**config.mk**
```make
export PLATFORM = sky130hd
export DESIGN_NAME = flag_fifo
export DESIGN_NICKNAME = d
export VERILOG_FILES = /design/src/rtl/flag_fifo_pkg.sv /design/src/rtl/flag_fifo_ctrl.sv /design/src/rtl/flag_fifo_mem.sv /design/src/rtl/flag_fifo_thresh.sv /design/src/rtl/flag_fifo.sv
export SDC_FILE = /design/constraint.sdc
export NUM_CORES = 1
export LEC_CHECK = 0
export BUFFER_PORTS_ARGS = -buffer_cell sky130_fd_sc_hd__buf_2
export CAP_MARGIN = 20
export CORE_MARGIN = 1.5
export CORE_UTILIZATION = 55
export CTS_BUF_LIST = sky130_fd_sc_hd__clkbuf_4
export DETAILED_ROUTE_END_ITERATION = 10
export GPL_TIMING_DRIVEN = 0
export PLACE_DENSITY = 0.76
export SYNTH_ARGS = -nofsm -noshare
export SYNTH_HDL_FRONTEND = slang
export SYNTH_SLANG_ARGS = --single-unit
```
**constraint.sdc**
```tcl
create_clock -name clk_i -period 4.5 [get_ports clk_i]
set_input_delay 1.35 -clock clk_i [delete_from_list [all_inputs] [get_ports clk_i]]
set_output_delay 1.35 -clock clk_i [all_outputs]
set_load 0.05 [all_outputs]
```
**src/rtl/flag_fifo_pkg.sv**
```systemverilog
package flag_fifo_pkg;

  typedef enum logic {
    RD_REGISTERED   = 1'b0,
    RD_FALL_THROUGH = 1'b1
  } rd_mode_e;

  function automatic int unsigned addr_width(int unsigned depth);
    return (depth < 2) ? 1 : $clog2(depth);
  endfunction

  function automatic int unsigned count_width(int unsigned depth);
    return $clog2(depth + 1);
  endfunction

endpackage

```
**src/rtl/flag_fifo_ctrl.sv**
```systemverilog
module flag_fifo_ctrl
  import flag_fifo_pkg::*;
#(
  parameter int unsigned DEPTH   = 12,
  parameter int unsigned AW      = 4,
  parameter int unsigned CW      = 4,
  parameter rd_mode_e    RD_MODE = RD_FALL_THROUGH
) (
  input  logic          clk_i,
  input  logic          rst_ni,
  input  logic          clr_i,
  input  logic          wr_req_i,
  input  logic          rd_req_i,
  output logic          wr_en_o,
  output logic [AW-1:0] wr_addr_o,
  output logic [AW-1:0] rd_addr_o,
  output logic          load_o,
  output logic          bypass_o,
  output logic [CW-1:0] cnt_o,
  output logic [CW-1:0] cnt_nxt_o,
  output logic          full_o,
  output logic          empty_o
);

  localparam logic [AW-1:0] LAST    = AW'(DEPTH - 1);
  localparam logic [CW-1:0] CNT_MAX = CW'(DEPTH);

  logic [AW-1:0] wr_ptr_q, rd_ptr_q, rd_ptr_inc, wr_ptr_inc;
  logic [CW-1:0] cnt_q, cnt_d;
  logic          rd_en, wr_en;

  function automatic logic [AW-1:0] ptr_inc(logic [AW-1:0] p);
    return (p == LAST) ? '0 : p + AW'(1);
  endfunction

  assign full_o  = (cnt_q == CNT_MAX);
  assign empty_o = (cnt_q == '0);

  assign rd_en = rd_req_i & ~empty_o & ~clr_i;
  // a read frees the slot, so a full buffer still takes a paired write
  assign wr_en = wr_req_i & (~full_o | rd_en) & ~clr_i;

  assign rd_ptr_inc = ptr_inc(rd_ptr_q);
  assign wr_ptr_inc = ptr_inc(wr_ptr_q);

  always_comb begin
    cnt_d = cnt_q;
    if (clr_i) begin
      cnt_d = '0;
    end else begin
      unique case ({wr_en, rd_en})
        2'b10:   cnt_d = cnt_q + CW'(1);
        2'b01:   cnt_d = cnt_q - CW'(1);
        default: cnt_d = cnt_q;
      endcase
    end
  end

  always_ff @(posedge clk_i or negedge rst_ni) begin
    if (!rst_ni) begin
      wr_ptr_q <= '0;
      rd_ptr_q <= '0;
      cnt_q    <= '0;
    end else begin
      cnt_q <= cnt_d;
      if (clr_i) begin
        wr_ptr_q <= '0;
        rd_ptr_q <= '0;
      end else begin
        if (wr_en) wr_ptr_q <= wr_ptr_inc;
        if (rd_en) rd_ptr_q <= rd_ptr_inc;
      end
    end
  end

  generate
    if (RD_MODE == RD_FALL_THROUGH) begin : g_fwft
      logic [CW-1:0] remain;
      // words left from before this edge once the read is taken
      assign remain    = cnt_q - CW'(rd_en);
      assign load_o    = ~clr_i & ((remain != '0) | wr_en);
      assign bypass_o  = (remain == '0);
      assign rd_addr_o = rd_en ? rd_ptr_inc : rd_ptr_q;
    end else begin : g_reg
      assign load_o    = rd_en;
      assign bypass_o  = 1'b0;
      assign rd_addr_o = rd_ptr_q;
    end
  endgenerate

  assign wr_en_o   = wr_en;
  assign wr_addr_o = wr_ptr_q;
  assign cnt_o     = cnt_q;
  assign cnt_nxt_o = cnt_d;

  AST_NO_OVERFLOW: assert property (@(posedge clk_i) disable iff (!rst_ni)
    cnt_q <= CNT_MAX);
  AST_FULL_IGNORE: assert property (@(posedge clk_i) disable iff (!rst_ni)
    full_o && wr_req_i && !rd_req_i && !clr_i |=> full_o && $stable(wr_ptr_q));
  AST_PAIR_HOLD: assert property (@(posedge clk_i) disable iff (!rst_ni)
    wr_req_i && rd_req_i && !empty_o && !clr_i |=> $stable(cnt_q));
  AST_EMPTY_IGNORE: assert property (@(posedge clk_i) disable iff (!rst_ni)
    empty_o && rd_req_i && !wr_req_i && !clr_i |=> empty_o && $stable(rd_ptr_q));
  AST_CLR_PTRS: assert property (@(posedge clk_i) disable iff (!rst_ni)
    clr_i |=> empty_o && (rd_ptr_q == '0) && (wr_ptr_q == '0));
  AST_PTR_RANGE: assert property (@(posedge clk_i) disable iff (!rst_ni)
    (wr_ptr_q <= LAST) && (rd_ptr_q <= LAST));

endmodule

```
**src/rtl/flag_fifo_mem.sv**
```systemverilog
module flag_fifo_mem #(
  parameter int unsigned DW    = 8,
  parameter int unsigned DEPTH = 12,
  parameter int unsigned AW    = 4
) (
  input  logic          clk_i,
  input  logic          rst_ni,
  input  logic          wr_en_i,
  input  logic [AW-1:0] wr_addr_i,
  input  logic [DW-1:0] wdata_i,
  input  logic [AW-1:0] rd_addr_i,
  input  logic          load_i,
  input  logic          bypass_i,
  output logic [DW-1:0] rdata_o
);

  logic [DW-1:0] mem_q [DEPTH];
  logic [DW-1:0] rdata_q;

  // storage has no reset; neither clear touches it
  always_ff @(posedge clk_i) begin
    if (wr_en_i) mem_q[wr_addr_i] <= wdata_i;
  end

  always_ff @(posedge clk_i or negedge rst_ni) begin
    if (!rst_ni) begin
      rdata_q <= '0;
    end else if (load_i) begin
      rdata_q <= bypass_i ? wdata_i : mem_q[rd_addr_i];
    end
  end

  assign rdata_o = rdata_q;

  AST_BYPASS_WRITE: assert property (@(posedge clk_i) disable iff (!rst_ni)
    load_i && bypass_i |-> wr_en_i);

endmodule

```
**src/rtl/flag_fifo_thresh.sv**
```systemverilog
module flag_fifo_thresh #(
  parameter int unsigned           N_FLAGS     = 3,
  parameter int unsigned           CW          = 4,
  parameter logic [N_FLAGS*32-1:0] FLAG_LEVELS = {32'd11, 32'd9, 32'd6}
) (
  input  logic               clk_i,
  input  logic               rst_ni,
  input  logic [CW-1:0]      cnt_nxt_i,
  input  logic [CW-1:0]      cnt_i,
  output logic [N_FLAGS-1:0] level_o
);

  logic [N_FLAGS-1:0] level_q;

  generate
    for (genvar i = 0; i < N_FLAGS; i++) begin : g_flag
      localparam logic [CW-1:0] LVL = CW'(FLAG_LEVELS[32*i +: 32]);

      always_ff @(posedge clk_i or negedge rst_ni) begin
        if (!rst_ni) level_q[i] <= 1'b0;
        else         level_q[i] <= (cnt_nxt_i >= LVL);
      end

      AST_FLAG_LEVEL: assert property (@(posedge clk_i) disable iff (!rst_ni)
        level_q[i] == (cnt_i >= LVL));
    end
  endgenerate

  assign level_o = level_q;

endmodule

```
**src/rtl/flag_fifo.sv**
```systemverilog
module flag_fifo
  import flag_fifo_pkg::*;
#(
  parameter int unsigned           DATA_W      = 8,
  parameter int unsigned           DEPTH       = 12,
  parameter int unsigned           N_FLAGS     = 3,
  parameter logic [N_FLAGS*32-1:0] FLAG_LEVELS = {32'd11, 32'd9, 32'd6},
  parameter rd_mode_e              RD_MODE     = RD_FALL_THROUGH,
  localparam int unsigned          AW          = addr_width(DEPTH),
  localparam int unsigned          CW          = count_width(DEPTH)
) (
  input  logic               clk_i,
  input  logic               rst_ni,
  input  logic               clr_i,
  input  logic               wr_req_i,
  input  logic [DATA_W-1:0]  wdata_i,
  input  logic               rd_req_i,
  output logic [DATA_W-1:0]  rdata_o,
  output logic [CW-1:0]      count_o,
  output logic               full_o,
  output logic               empty_o,
  output logic [N_FLAGS-1:0] level_o
);

  logic          wr_en, load, bypass;
  logic [AW-1:0] wr_addr, rd_addr;
  logic [CW-1:0] cnt, cnt_nxt;

  flag_fifo_ctrl #(
    .DEPTH   (DEPTH),
    .AW      (AW),
    .CW      (CW),
    .RD_MODE (RD_MODE)
  ) i_ctrl (
    .clk_i     (clk_i),
    .rst_ni    (rst_ni),
    .clr_i     (clr_i),
    .wr_req_i  (wr_req_i),
    .rd_req_i  (rd_req_i),
    .wr_en_o   (wr_en),
    .wr_addr_o (wr_addr),
    .rd_addr_o (rd_addr),
    .load_o    (load),
    .bypass_o  (bypass),
    .cnt_o     (cnt),
    .cnt_nxt_o (cnt_nxt),
    .full_o    (full_o),
    .empty_o   (empty_o)
  );

  flag_fifo_mem #(
    .DW    (DATA_W),
    .DEPTH (DEPTH),
    .AW    (AW)
  ) i_mem (
    .clk_i     (clk_i),
    .rst_ni    (rst_ni),
    .wr_en_i   (wr_en),
    .wr_addr_i (wr_addr),
    .wdata_i   (wdata_i),
    .rd_addr_i (rd_addr),
    .load_i    (load),
    .bypass_i  (bypass),
    .rdata_o   (rdata_o)
  );

  flag_fifo_thresh #(
    .N_FLAGS     (N_FLAGS),
    .CW          (CW),
    .FLAG_LEVELS (FLAG_LEVELS)
  ) i_thresh (
    .clk_i     (clk_i),
    .rst_ni    (rst_ni),
    .cnt_nxt_i (cnt_nxt),
    .cnt_i     (cnt),
    .level_o   (level_o)
  );

  assign count_o = cnt;

  AST_FULL_EMPTY_EXCL: assert property (@(posedge clk_i) disable iff (!rst_ni)
    !(full_o && empty_o));
  AST_CLR_DATA_HOLD: assert property (@(posedge clk_i) disable iff (!rst_ni)
    clr_i |=> $stable(rdata_o) && (level_o == '0));

  generate
    if (RD_MODE == RD_FALL_THROUGH) begin : g_fwft_chk
      AST_EMPTY_DATA_HOLD: assert property (@(posedge clk_i) disable iff (!rst_ni)
        empty_o && !wr_req_i |=> $stable(rdata_o));
      AST_FWFT_SHOW: assert property (@(posedge clk_i) disable iff (!rst_ni)
        empty_o && wr_req_i && !clr_i |=> rdata_o == $past(wdata_i));
    end else begin : g_reg_chk
      AST_REG_HOLD: assert property (@(posedge clk_i) disable iff (!rst_ni)
        !rd_req_i |=> $stable(rdata_o));
    end
  endgenerate

endmodule

```
==> Word level (Yosys, flattened, before mapping) <==
Memories as Yosys holds them, arrays and structs flattened.
Cells that the tools add are included.
{ "word_totals": {"regBits": 23, "ram_bits": 96, "in_bits": 13, "output_inout_bits": 17, "wordCells": 46, "memories": 1} }
{ "classes": {"n_addsub": 5, "order_cmp": 3, "n_eq_ne": 5, "muxes": 11, "n_bitwise": 10, "n_reduce_logical": 4} }
{ "memory_table": {"columns": ["name", "words", "width", "rd", "rd_clocked_by_memory_dff", "wr", "line", "source"], "rows": [
  ["i_mem.mem_q", 12, 8, 1, 0, 1, "flag_fifo_mem.sv:17", "logic [DW-1:0] mem_q [DEPTH];"]
]} }
{ "op_table": {"columns": ["operator", "n"], "rows": [
  ["2-to-1 mux 4 bit", 7],
  ["adder 4 x 1 -> 4 bit (second input constant)", 3],
  ["equality test 4 bit (second input constant)", 3],
  [">= comparator 4 bit (second input constant)", 2],
  ["zero test 4 bit", 2],
  ["2-to-1 mux 8 bit", 1],
  ["one-hot mux 4 bit (2 select lines)", 1],
  ["AND 1 bit", 5],
  [">= comparator 4 x 3 -> 1 bit (second input constant)", 1],
  ["nonzero test 4 bit", 1],
  ["subtractor 4 x 1 -> 4 bit", 1],
  ["subtractor 4 x 1 -> 4 bit (second input constant)", 1],
  ["inverter 1 bit", 3],
  ["equality test 2 x 1 -> 1 bit (second input constant)", 1],
  ["equality test 2 bit (second input constant)", 1],
  ["2-to-1 mux 1 bit", 2],
  ["bitwise OR 1 bit", 2],
  ["nonzero test 2 bit", 1]
]} }

==> Depth between registers and ports, before layout <==
{ "logic_depth": {"depth_word": 11, "depth_mapped": 15, "depth_no_buf": 12} }

==> Cells and area by module <==
Synthesis repeated with hierarchy kept, for this count alone.
{ "unflattened": {"hier_cells": 338, "area_unflattened_um2": 5119.9} }
{ "modules_own_cells": {"columns": ["module", "n_inst", "cells_per_inst", "area_each_um2", "seq_area_each_um2"], "rows": [
  ["flag_fifo_mem", 1, 248, 4175.3, 3083.0],
  ["flag_fifo_ctrl", 1, 83, 840.8, 300.3],
  ["flag_fifo_thresh", 1, 7, 103.8, 75.1]
]} }

==> Least setup slack after synthesis <==
OpenSTA, ideal clock, no wires.
{ "synth_timing": {"kind": "input port to flip-flop", "from": "input rd_req_i", "to": "register i_thresh.level_q[0], in the netlist i_thresh.level_o[0]", "setup_time_ps": 118, "arrival_time_ps": 3821, "required_time_ps": 4382, "setup_slack_ps": 561, "cell_stages": 12, "n_path_buf": 0, "cell_sequence": "nor2b_1 > o41ai_1 > nand2b_1 > ha_1 > xor2_1 > ha_1 > a21oi_1 > xor2_1 > nor2_1 > xnor2_1 > nor2_1 > a21o_1"} }
{ "synth_between": {"elab_chain_len": 9, "word_cells_on_any_way": 10, "classes_between": "order compare: 1; eq/ne: 2; mux: 2; bitwise: 5"} }
{ "synth_rtl": {"columns": ["item", "line", "source"], "rows": [
  ["start, declared", "flag_fifo.sv:17", "input logic rd_req_i,"],
  ["AND 1 bit (*) (2 in series)", "flag_fifo_ctrl.sv:39", "assign rd_en = rd_req_i & ~empty_o & ~clr_i;"],
  ["bitwise OR 1 bit", "flag_fifo_ctrl.sv:41", "assign wr_en = wr_req_i & (~full_o | rd_en) & ~clr_i;"],
  ["AND 1 bit (2 in series)", "flag_fifo_ctrl.sv:41", null],
  ["equality test 2 x 1 -> 1 bit / equality test 2 bit (equally long branches)", "flag_fifo_ctrl.sv:51", "unique case ({wr_en, rd_en})"],
  ["one-hot mux 4 bit (2 select lines) (*)", "flag_fifo_ctrl.sv:51", null],
  ["2-to-1 mux 4 bit (*)", "flag_fifo_ctrl.sv:48", "if (clr_i) begin"],
  ["net cnt_nxt[2]", "flag_fifo.sv:27", "logic [CW-1:0] cnt, cnt_nxt;"],
  [">= comparator 4 x 3 -> 1 bit (*)", "flag_fifo_thresh.sv:21", "else level_q[i] <= (cnt_nxt_i >= LVL);"],
  ["end signal, assigned by index", "flag_fifo_thresh.sv:21", null],
  ["end, declared", "flag_fifo_thresh.sv:13", "logic [N_FLAGS-1:0] level_q;"]
]} }
Mark *: on every way through the listed nets, which the timed path passes. The rest lies on a longest branch.
A chain may end at the register's enable or synchronous reset.

==> Worst setup path after layout <==
{ "layout_timing": {"from": "input clr_i", "to": "register i_mem.rdata_q[7], in the netlist i_mem.rdata_o[7]"} }
{ "layout_between": {"elab_chain_len": 7, "word_cells_on_any_way": 13, "classes_between": "add/sub: 1; mux: 2; bitwise: 7; reduce/logical: 2; memory: 1"} }
{ "layout_rtl": {"columns": ["item", "line", "source"], "rows": [
  ["start, declared", "flag_fifo.sv:14", "input logic clr_i,"],
  ["inverter 1 bit (*)", "flag_fifo_ctrl.sv:39, flag_fifo_ctrl.sv:41, flag_fifo_ctrl.sv:81", null],
  ["parallel branches: the longest is 6 deep, another holds subtractor 4 x 1 -> 4 bit", null, null],
  ["end signal, assigned", "flag_fifo_mem.sv:29", "rdata_q <= bypass_i ? wdata_i : mem_q[rd_addr_i];"],
  ["end, declared", "flag_fifo_mem.sv:18", "logic [DW-1:0] rdata_q;"]
]} }
Every way passes the cells marked *.

==> results.md <==
- The analysis attributes to cell leakage a power of about 2.3 nW.
- The type of the setup path with the least slack is primary input to register.
- The clock slew seen by the registers of the worst setup and hold paths is around 0.1 ns.
- The die is 108 um tall.
- The worst slew slack as a fraction of its limit is 0.327.
- The flow ran to the end, but the final reports show violations.
- Across all setup checks in the final design, the least slack found is 0.254 ns.
- For this design the ratio of total power to cell area is around 400 mW/mm^2.
- The worst setup slack before clock tree synthesis is -0.375 ns.
- The largest net degree at the start of global routing is 24.
- The total grt overflow is 0.
- Routability-driven placement finished with a final weighted congestion of 1.01.
- In this run, synthesis produced a sequential element count of ~120.
- The sum of negative setup slack is 0 ns.
- Ranked by total cell area, the synthesized netlist is headed by sky130_fd_sc_hd__edfxtp_1 (48%), sky130_fd_sc_hd__dfrtp_1 (9.6%), sky130_fd_sc_hd__a211oi_1 (4.2%), sky130_fd_sc_hd__nor3_1 (3.8%), sky130_fd_sc_hd__a21oi_1 (3.7%).
- The kind of capture point of the worst setup path is a register.
- The top-level I/O count is 30.
- Leaving out fill and tap cells, the most frequent cell in the layout is sky130_fd_sc_hd__edfxtp_1.
- Between clock sinks in the finished design, the worst skew comes to 0.0197 ns.
- The later pin in the worst-skew pair is clocked with a latency of roughly 0.55 ns.
- The wire length of the first global-routing pass is 26700 um.
- The combined global-route utilization of all metal layers is 0.319.
- The reported max-cap violation count is 0.
- The setup slack on the worst flop-to-flop path is 0.70 ns.
- The total vias in the final route is 5203.
- The maximum clock insertion buffer count is 2.
- The top cell types in the final layout, fill and taps aside, are sky130_fd_sc_hd__edfxtp_1 (96), sky130_fd_sc_hd__nor3_1 (46), sky130_fd_sc_hd__a21oi_1 (44), sky130_fd_sc_hd__buf_2 (43), sky130_fd_sc_hd__a211oi_1 (34).
- Counting the buffers created by CTS gives 17.
- The kind of path behind the tightest hold check is register to register.
- Cell internal power was estimated by the tool at 0.00179 W.
- In this run the mean area of a mapped cell was 10.8 sq um.
- The number of iterations in the first detailed-routing pass is 8.
- The transition time at the pin with the least slew margin is 1.00 ns.
- After synthesis the cells add up to 0.00601 sq mm.
- The number of global-route vias before repair was 4828.
- The area share of the largest cell type after synthesis is 0.479.
- For this configuration, the core starts out at a cell density of 0.575.
- The cell type with the highest aggregate area in the netlist is sky130_fd_sc_hd__edfxtp_1.
- The power dissipated by switching net loads is about 0.0009 W.
- The initial antenna violation count was 0.
- The floorplan has 37 rows.
- The number of nets in the layout is 629.
- The share of power burned in combinational logic is 0.230.
- The width of the die is roughly 110 um.
- The number of endpoints with negative hold slack in the final report is 0.
- The top achievable clock speed is 236 MHz.
- Buffers placed on the I/O ports in this run total 29.
- TritonCTS built the clock tree.
- Of the total power, registers draw 0.468.
- The number of setup buffers added after CTS is 0.
- Of the synthesized area, sequential elements account for 0.575.
- The number of vias per cell is 6.90.
- The critical path arrival is 4.70 ns.
- The count of antenna diodes in the layout is 0.
- Of the total power, the clock network draws 0.302.
- The final critical-path share of the clock period is 0.944.
- The post-route minimum period is between 4 and 5 ns.
- The worst IR drop on VDD is 313 uV.
- The routed wire length per instance is around 23 um.
- In this run the number of H-tree levels came out at 4.
- The starting DRC count in detailed routing is 804.
- STA classifies the critical path startpoint as a primary input.
- The checks that failed: DRC.
- The core outline area is 0.0105 sq mm.
- When the netlist entered floorplanning its net count stood at ~580.
- The die covers between 0.01 and 0.015 sq mm.
- Relative to the synthesized area, the layout overhead comes to 10.6%.
- The wire-length estimate of the detail-placed layout is 12100 um.
- The cell count after synthesis is 557.
- The count of final max-slew check failures is 0.
- The Yosys step of the flow raised 0 warnings.
- The number of distinct library cell variants in the gate-level netlist after synthesis is 43.
- The final setup violation count is 0.
- The remaining design rule violation count is 1.
- STA puts the critical path data required time at 4.96 ns.
- Setup repair after global routing left no endpoint under its margin.
- Of all nets on the critical path, the largest fanout is 12.
- The wire length after detailed routing is approximately 17000 um.
- The clock root buffer master is sky130_fd_sc_hd__clkbuf_4.
- The TritonCTS sink count is 119.
- The fraction of power spent switching nets is 0.334.
- Of the cells placed in the final design, the portion with a size suffix greater than 1 is 0.136.
- The count of nets left with antenna violations once routing finished came out at 0.
==> synthesized netlist by cell type (all sizes together) <==
master	count
o311ai	1
a21oi	44
nand2	12
a31o	1
mux2i	2
a21boi	17
a211oi	34
o31a	1
and3b	2
xor2	3
a41oi	8
clkbuf	32
a31oi	19
nand3b	1
nor2b	3
xnor2	3
o211ai	10
buf	16
ha	9
nor3b	1
a21o	2
nor4	27
nor3	47
o41ai	1
dfrtp	23
o31ai	12
nand4	4
nand2b	3
a311oi	2
nand3	26
edfxtp	96
inv	16
o21ai	28
nor2	31
and2	15
or4	2
clkinv	1
or3	2
==> power by group through the flow <==
stage | Sequential, W | Clock, W | Combinational (W)
6_report | 0.00126 | 0.000810 | 0.000618
5_1_grt | 0.00126 | 0.000862 | 0.000657
4_1_cts | 0.00126 | 0.000810 | 0.000601
3_5_place_dp | 0.00128 | 0 | 0.000600
3_3_place_gp | 0.00128 | 0 | 0.000585
2_1_floorplan | 0.00138 | 0 | 0.000312
==> logic make-up (layout without fill, tap and decap cells) <==
logic type	after synthesis	after routing	synth area share
compound gates	180	180	0.194
mux	2	2	0.00333
flops	119	119	0.575
fa+ha+maj	9	9	0.0187
simple gates	176	176	0.153
buf+inv	65	126	0.0474
xor+xnor	6	6	0.00874
==> repair_timing <==
action / 4_1_cts / 5_1_grt
endpoints found under the hold margin: 0 / 0
setup endpoints to repair: 0 / 5
resized for setup: 0 / 1
hold buffers: 0 / 0
==> through the flow <==
| stage | hold WS, ns | util | std cells | instance area [sq um] | power [W] |
|---|---|---|---|---|---|
| after floorplan | 0.562 | - | 557 | 6010 | 0.00170 |
| after global placement | 0.558 | 0.605 | 722 | 6330 | 0.00186 |
| after detailed placement | 0.567 | 0.607 | 724 | 6350 | 0.00188 |
| after CTS | 0.591 | 0.635 | 754 | 6650 | 0.00267 |
| after global routing | 0.620 | 0.636 | 754 | 6650 | 0.00278 |
| final | 0.588 | 0.636 | 754 | 6650 | 0.00269 |
==> registers in the layout (all words and copies together) (netlist names) <==
register,flops
i_ctrl.cnt_o,4
i_ctrl.wr_addr_o,4
i_thresh.level_o,3
i_ctrl.rd_ptr_q,4
i_mem.mem_q,96
i_mem.rdata_o,8
==> worst paths after layout <==
path	start	end	depth (start not counted)
min	i_mem.rdata_o[0]	i_mem.rdata_o[0]	2
max in group asynchronous	rst_ni	i_ctrl.rd_ptr_q[0]	1
min reg2reg	i_mem.rdata_o[0]	i_mem.rdata_o[0]	2
min in group asynchronous	rst_ni	i_ctrl.wr_addr_o[1]	1
max	clr_i	i_mem.rdata_o[7]	12
max reg2reg	i_ctrl.cnt_o[0]	i_mem.rdata_o[7]	12
==> final cells by class <==
type / count / area, sq um
Fill cell: 861 / 3810
Clock buffer: 19 / 143
Buffer: 48 / 219
Multi-Input combinational cell: 373 / 2290
Tap cell: 136 / 170
Sequential cell: 119 / 3460
Inverter: 17 / 66.3
Clock inverter: 11 / 151
Timing Repair Buffer: 31 / 158
==> layer usage <==
layer,share of wire,global-route usage,routed length [um]
met3,0.12,0.0999,2130
met4,0.041,0.149,716
met1,0.39,0.431,6770
met5,0,0,0
met2,0.45,0.472,7750
==> worst max-delay path, stage by stage <==
cell and delay [ns]:
sky130_fd_sc_hd__buf_2 0.14, sky130_fd_sc_hd__nand2b_1 0.16, sky130_fd_sc_hd__clkbuf_1 0.21, sky130_fd_sc_hd__nor2_1 0.41, sky130_fd_sc_hd__clkbuf_1 0.63, sky130_fd_sc_hd__ha_1 0.30
sky130_fd_sc_hd__xnor2_1 0.15, sky130_fd_sc_hd__nand3b_1 0.15, sky130_fd_sc_hd__o31ai_2 0.49, sky130_fd_sc_hd__clkbuf_1 0.37, sky130_fd_sc_hd__a21oi_1 0.14, sky130_fd_sc_hd__a31oi_1 0.20
(Power assumes the default switching activity.)
